$ cat config.mk
export PLATFORM = sky130hd
export DESIGN_NAME = pio_three_port
export DESIGN_NICKNAME = d
export VERILOG_FILES = /design/src/rtl/pio_pkg.sv /design/src/rtl/pio_sync.sv /design/src/rtl/pio_ctrl.sv /design/src/rtl/pio_datapath.sv /design/src/rtl/pio_three_port.sv
export SDC_FILE = /design/constraint.sdc
export NUM_CORES = 1
export LEC_CHECK = 0
export BUFFER_PORTS_ARGS = -buffer_cell sky130_fd_sc_hd__buf_2
export CORE_MARGIN = 5
export CORE_UTILIZATION = 45
export CTS_BUF_LIST = sky130_fd_sc_hd__clkbuf_8
export CTS_CLUSTER_DIAMETER = 80
export DETAILED_ROUTE_END_ITERATION = 12
export PLACE_DENSITY = 0.7
export SKIP_CTS_REPAIR_TIMING = 1
export SYNTH_ARGS = -nofsm -noshare
export SYNTH_HDL_FRONTEND = slang
export SYNTH_HIERARCHICAL = 1
export SYNTH_SLANG_ARGS = --single-unit
$ cat constraint.sdc
create_clock -name clk -period 2.4 [get_ports clk]
set_input_delay 0 -clock clk [delete_from_list [all_inputs] [get_ports clk]]
set_output_delay 0 -clock clk [all_outputs]
set_load 0.02 [all_outputs]
$ cat src/rtl/pio_pkg.sv
package pio_pkg;

  typedef struct packed {
    logic       wrAData;
    logic       wrBDir;
    logic       wrBData;
    logic       wrCDir;
    logic       wrCData;
    logic [1:0] clrEdge;  // [1] = line 2, [0] = line 1
  } pioStrobes_t;

  typedef enum logic [2:0] {
    SEL_NONE,
    SEL_A_DATA,
    SEL_B_DIR,
    SEL_B_DATA,
    SEL_C_DIR,
    SEL_C_DATA
  } pioSel_t;

endpackage

$ cat src/rtl/pio_sync.sv
module pio_sync #(
  parameter int            W         = 8,
  parameter int            STAGES    = 2,
  parameter logic [W-1:0]  RESET_VAL = '0
) (
  input  logic         clk,
  input  logic         rst_n,
  input  logic [W-1:0] dIn,
  output logic [W-1:0] dOut
);
  logic [W-1:0] stage [STAGES];

  always_ff @(posedge clk or negedge rst_n) begin
    if (!rst_n) begin
      for (int i = 0; i < STAGES; i++) stage[i] <= RESET_VAL;
    end else begin
      stage[0] <= dIn;
      for (int i = 1; i < STAGES; i++) stage[i] <= stage[i-1];
    end
  end

  assign dOut = stage[STAGES-1];
endmodule

$ cat src/rtl/pio_ctrl.sv
module pio_ctrl
  import pio_pkg::*;
#(
  parameter int                ADDR_W   = 8,
  parameter int                DATA_W   = 8,
  parameter logic [ADDR_W-1:0] A_DATA   = 8'hEE,
  parameter logic [ADDR_W-1:0] B_DIR    = 8'hE4,
  parameter logic [ADDR_W-1:0] B_DATA   = 8'hE5,
  parameter logic [ADDR_W-1:0] C_DIR    = 8'hDD,
  parameter logic [ADDR_W-1:0] C_DATA   = 8'hDE
) (
  input  logic [ADDR_W-1:0] busAddr,
  input  logic [DATA_W-1:0] busWdata,
  input  logic              busWr,
  output pioStrobes_t       strobes,
  output pioSel_t           rdSel
);
  localparam int HI_CLR_BIT = DATA_W - 1;
  localparam int LO_CLR_BIT = DATA_W - 2;

  always_comb begin
    unique case (busAddr)
      A_DATA:  rdSel = SEL_A_DATA;
      B_DIR:   rdSel = SEL_B_DIR;
      B_DATA:  rdSel = SEL_B_DATA;
      C_DIR:   rdSel = SEL_C_DIR;
      C_DATA:  rdSel = SEL_C_DATA;
      default: rdSel = SEL_NONE;
    endcase
  end

  always_comb begin
    strobes            = '0;
    strobes.wrAData    = busWr && (rdSel == SEL_A_DATA);
    strobes.wrBDir     = busWr && (rdSel == SEL_B_DIR);
    strobes.wrBData    = busWr && (rdSel == SEL_B_DATA);
    strobes.wrCDir     = busWr && (rdSel == SEL_C_DIR);
    strobes.wrCData    = busWr && (rdSel == SEL_C_DATA);
    strobes.clrEdge[1] = strobes.wrCData && busWdata[HI_CLR_BIT];
    strobes.clrEdge[0] = strobes.wrCData && busWdata[LO_CLR_BIT];
  end
endmodule

$ cat src/rtl/pio_datapath.sv
module pio_datapath
  import pio_pkg::*;
#(
  parameter int DATA_W   = 8,
  parameter int NUM_INT  = 2,
  parameter int SYNC_LEN = 2
) (
  input  logic                clk,
  input  logic                rst_n,
  input  pioStrobes_t         strobes,
  input  pioSel_t             rdSel,
  input  logic [DATA_W-1:0]   busWdata,
  output logic [DATA_W-1:0]   busRdata,
  input  logic [DATA_W-1:0]   portAIn,
  output logic [DATA_W-1:0]   portAOut,
  output logic [DATA_W-1:0]   portAOe,
  input  logic [DATA_W-1:0]   portBIn,
  output logic [DATA_W-1:0]   portBOut,
  output logic [DATA_W-1:0]   portBOe,
  input  logic [DATA_W-1:0]   portCIn,
  output logic [DATA_W-1:0]   portCOut,
  output logic [DATA_W-1:0]   portCOe,
  input  logic [NUM_INT-1:0]  intLineN,
  input  logic [NUM_INT-1:0]  edgeMode,
  output logic [NUM_INT-1:0]  intReq
);
  localparam int PIN_W = 3 * DATA_W;

  logic [DATA_W-1:0]  dataA, dataB, dataC, dirB, dirC;
  logic [DATA_W-1:0]  syncA, syncB, syncC;
  logic [NUM_INT-1:0] intSync, intPrev, edgeLatch;
  logic [NUM_INT-1:0] clrVec;

  pio_sync #(.W(PIN_W), .STAGES(SYNC_LEN), .RESET_VAL('0)) u_pinSync (
    .clk(clk), .rst_n(rst_n),
    .dIn({portCIn, portBIn, portAIn}),
    .dOut({syncC, syncB, syncA})
  );

  pio_sync #(.W(NUM_INT), .STAGES(SYNC_LEN), .RESET_VAL('1)) u_intSync (
    .clk(clk), .rst_n(rst_n),
    .dIn(intLineN),
    .dOut(intSync)
  );

  always_ff @(posedge clk or negedge rst_n) begin
    if (!rst_n) begin
      dataA <= '0;
      dataB <= '0;
      dataC <= '0;
      dirB  <= '1;
      dirC  <= '1;
    end else begin
      if (strobes.wrAData) dataA <= busWdata;
      if (strobes.wrBData) dataB <= busWdata;
      if (strobes.wrCData) dataC <= busWdata;
      if (strobes.wrBDir)  dirB  <= busWdata;
      if (strobes.wrCDir)  dirC  <= busWdata;
    end
  end

  assign clrVec = strobes.clrEdge[NUM_INT-1:0];

  generate
    for (genvar g = 0; g < NUM_INT; g++) begin : gEdge
      logic fallSeen;
      assign fallSeen = intPrev[g] & ~intSync[g];

      always_ff @(posedge clk or negedge rst_n) begin
        if (!rst_n) begin
          intPrev[g]   <= 1'b1;
          edgeLatch[g] <= 1'b0;
        end else begin
          intPrev[g]   <= intSync[g];
          // a new edge wins over a simultaneous software clear
          edgeLatch[g] <= fallSeen | (edgeLatch[g] & ~clrVec[g]);
        end
      end

      assign intReq[g] = edgeMode[g] ? edgeLatch[g] : ~intSync[g];
    end
  endgenerate

  assign portAOut = dataA;
  assign portAOe  = '1;
  assign portBOut = dataB;
  assign portBOe  = ~dirB;
  assign portCOut = dataC;
  assign portCOe  = ~dirC;

  always_comb begin
    unique case (rdSel)
      SEL_A_DATA: busRdata = syncA;
      SEL_B_DIR:  busRdata = dirB;
      SEL_B_DATA: busRdata = syncB;
      SEL_C_DIR:  busRdata = dirC;
      SEL_C_DATA: begin
        busRdata = syncC;
        busRdata[DATA_W-1 -: NUM_INT] = intSync;
      end
      default:    busRdata = '0;
    endcase
  end
endmodule

$ cat src/rtl/pio_three_port.sv
module pio_three_port
  import pio_pkg::*;
#(
  parameter int          ADDR_W   = 8,
  parameter int          DATA_W   = 8,
  parameter int          NUM_INT  = 2,
  parameter int          SYNC_LEN = 2,
  parameter logic [7:0]  A_DATA   = 8'hEE,
  parameter logic [7:0]  B_DIR    = 8'hE4,
  parameter logic [7:0]  B_DATA   = 8'hE5,
  parameter logic [7:0]  C_DIR    = 8'hDD,
  parameter logic [7:0]  C_DATA   = 8'hDE
) (
  input  logic                clk,
  input  logic                rst_n,
  input  logic [ADDR_W-1:0]   busAddr,
  input  logic [DATA_W-1:0]   busWdata,
  input  logic                busWr,
  output logic [DATA_W-1:0]   busRdata,
  input  logic [DATA_W-1:0]   portAIn,
  output logic [DATA_W-1:0]   portAOut,
  output logic [DATA_W-1:0]   portAOe,
  input  logic [DATA_W-1:0]   portBIn,
  output logic [DATA_W-1:0]   portBOut,
  output logic [DATA_W-1:0]   portBOe,
  input  logic [DATA_W-1:0]   portCIn,
  output logic [DATA_W-1:0]   portCOut,
  output logic [DATA_W-1:0]   portCOe,
  input  logic [NUM_INT-1:0]  intLineN,
  input  logic [NUM_INT-1:0]  edgeMode,
  output logic [NUM_INT-1:0]  intReq
);
  pioStrobes_t strobes;
  pioSel_t     rdSel;

  pio_ctrl #(
    .ADDR_W(ADDR_W), .DATA_W(DATA_W),
    .A_DATA(A_DATA), .B_DIR(B_DIR), .B_DATA(B_DATA),
    .C_DIR(C_DIR), .C_DATA(C_DATA)
  ) u_ctrl (
    .busAddr(busAddr), .busWdata(busWdata), .busWr(busWr),
    .strobes(strobes), .rdSel(rdSel)
  );

  pio_datapath #(.DATA_W(DATA_W), .NUM_INT(NUM_INT), .SYNC_LEN(SYNC_LEN)) u_dp (
    .clk(clk), .rst_n(rst_n),
    .strobes(strobes), .rdSel(rdSel),
    .busWdata(busWdata), .busRdata(busRdata),
    .portAIn(portAIn), .portAOut(portAOut), .portAOe(portAOe),
    .portBIn(portBIn), .portBOut(portBOut), .portBOe(portBOe),
    .portCIn(portCIn), .portCOut(portCOut), .portCOe(portCOe),
    .intLineN(intLineN), .edgeMode(edgeMode), .intReq(intReq)
  );
endmodule

==> results.md <==
- IO Port Bufs: 94
- Status: completed
- GPL Wtd Cong: 0.832
- Worst Hold Class: in2reg
- Clk_lat worst skew: between 0.3 and 0.4 ns
- Final Setup Violations: 0
- DP HPWL: roughly 5.3 mm
- Drc violations: 0
- Vias per cell: approximately 4.7
- Register Area: roughly 2300 µm²
- Max Cap Viol: 0
- Total power: approximately 3.2 mW
- Max transition margin: 41.2%
- Achievable frequency: approximately 480 MHz
- Syn Std Cell Area: between 3000 and 4000 µm²
- # rows: 32
- Die height: around 100 µm
- Worst hold-check slack: around 0.13 ns
- Initial Utilization: between 40 and 50%
- H-tree Lvls: 3
- Syn_area_per_cell: around 13 µm²
- Detail Route Antenna Nets: 0
- Initial DRT Pass Iterations: 4
- Crit path DAT: 2.10 ns
- Fin crit share: approximately 90%
- Area of the multi-input gates: a little under 1000 µm²
- Share of cells above drive strength 1: between 40% and 50%
- CP required: between 2 and 2.5 ns
- Setup ws final: around 0.30 ns
- WL final: about 7.6 mm
- Min Tclk post-route: around 2.1 ns
- Die X: around 100 µm
- CTS sink count: 92
- Vias: between 2000 and 2500
- Crit path launch type: input pin
- Pleak: around 2.4 nW
- First-pass GRT wire length: roughly 12 mm
- Fin Clk Skew: 0.00552 ns
- Clock-pin slew on the worst setup and hold paths: roughly 0.090 ns
- Hold_sp: busWr
- Final Max Slew Viols: 0
- Post-route setup TNS: 0 ns
- Critical Path Source: busAddr[3]
- Io pins: roughly 110
- VDD IR max: about 520 µV
- Wire per inst: ~15 µm
- Layout filler cell count: 650
- Die Footprint: roughly 10000 µm²
- Largest net degree at the start of global routing: 46
- Iteration-0 DRC Markers: 42
- Worst Tran Pin Value: 0.877 ns
- Crit path top cell by count: buf_2
- CTS tree: built
- # diodes: 0
- CP max-delay cell: nor3b_2
- Number of global-route vias before repair: about 2300
- Area Growth Syn to Fin: 24.5%
- DP Worst Slack: approximately 0.3 ns
- Capturing element type of the critical path: primary output
- Clock Path Buffers: 2
- Layout Nets: between 400 and 500
- Crit Path Max Fanout: 9
- Clk root buf: clkbuf_8
- Final core occ: roughly 58%
- Crit path cell chain: buf_2, nor4b_2, and3_1, or2_2, nor3b_2, a2bb2oi_1, o21ai_1, buf_2
- P per Cell Area: between 600 and 700 nW/µm²
- Gr usage total: approximately 15%
- Synthesis Warnings: 6
- RSZ-0062 raised after global routing: no
- Crit-path max cell delay: between 0.5 and 0.6 ns
- Core box area: 7810 µm²
- Post-Syn Instances: about 280
- Initial antenna violation count: 0
- Grt total ovfl: 0
- Final hold vios: 0
- Crit Path Class: in2out
- FF-to-FF Start: u_dp/dirB[6]
- Total CTS buffers: 9
[power by group]
group / switching (mW) / total, mW / internal (mW) / leakage, nW
Sequential: 0.0445 / 1.73 / 1.69 / 1.09
Clock: 0.543 / 1.03 / 0.484 / 0.0918
Combinational: 0.246 / 0.412 / 0.166 / 1.17
Total: 0.833 / 3.17 / 2.34 / 2.35
[metal layers]
metal	global-route usage (%)	part of all wire, %	up-vias
met2	24.5	49	69
met1	20.0	43	1108
li1	-	-	1109
met3	4.24	7.1	9
met4	6.22	1.2	0
met5	0	0	-
[flip-flops by register name, summed over array words and instances (netlist names), 8 cells and up]
register and flops:
u_dp/u_pinSync/dOut 22, u_dp/portAOut 8, u_dp/dirC 8, u_dp/portCOut 8, u_dp/u_pinSync/stage 22, u_dp/portBOut 8, u_dp/dirB 8
[cells in the final DEF (no fill, tap or decap), types with 4 or more instances in the layout]
cell type and count:
a21o_1 5, buf_4 6, dfstp_2 22, conb_1 8, buf_2 93, mux2i_1 16
o21ai_0 18, nand2_1 19, inv_1 21, nand4_1 4, o22ai_1 9, dfrtp_1 70
and3_1 4, clkbuf_8 9, mux2_2 24, dlygate4sd3_1 33
[critical path, delay by kind of cell]
family                 cells  cell delay [ns]
and+or+nand+nor            4             1.55
buffers and inverters      2             0.31
AOI/OAI and AO/OA          2             0.24
[through the flow]
step | cells | instance area [µm²]
after floorplan | 284 | 3670
after global placement | 444 | 4010
after detailed placement | 444 | 4010
after CTS | 460 | 4210
after global routing | 493 | 4540
final | 493 | 4540
[layout make-up]
| type | instances | area share [%] |
|---|---|---|
| well taps | 102 | 2.81 |
| clock buffers | 9 | 2.73 |
| flip-flops and latches | 92 | 51.3 |
| multi-input cells | 130 | 21.2 |
| inverters | 21 | 1.74 |
| repair buffers | 132 | 18.5 |
| clock inverters | 7 | 1.65 |
[final timing paths]
| check | end | slack (ns) | cells after the start |
|---|---|---|---|
| hold reg to reg | u_dp/u_pinSync/dOut[4] | 0.35 | 0 |
| setup reg to reg | u_dp/dirB[6] | 1.54 | 2 |
| max in group asynchronous | u_dp/intPrev[0] | 1.43 | 3 |
| setup / recovery | busRdata[1] | 0.30 | 8 |
| hold / removal | u_dp/dirB[3] | 0.13 | 5 |
| min in group asynchronous | u_dp/portBOut[4] | 0.17 | 2 |
(Power assumes the default switching activity.)
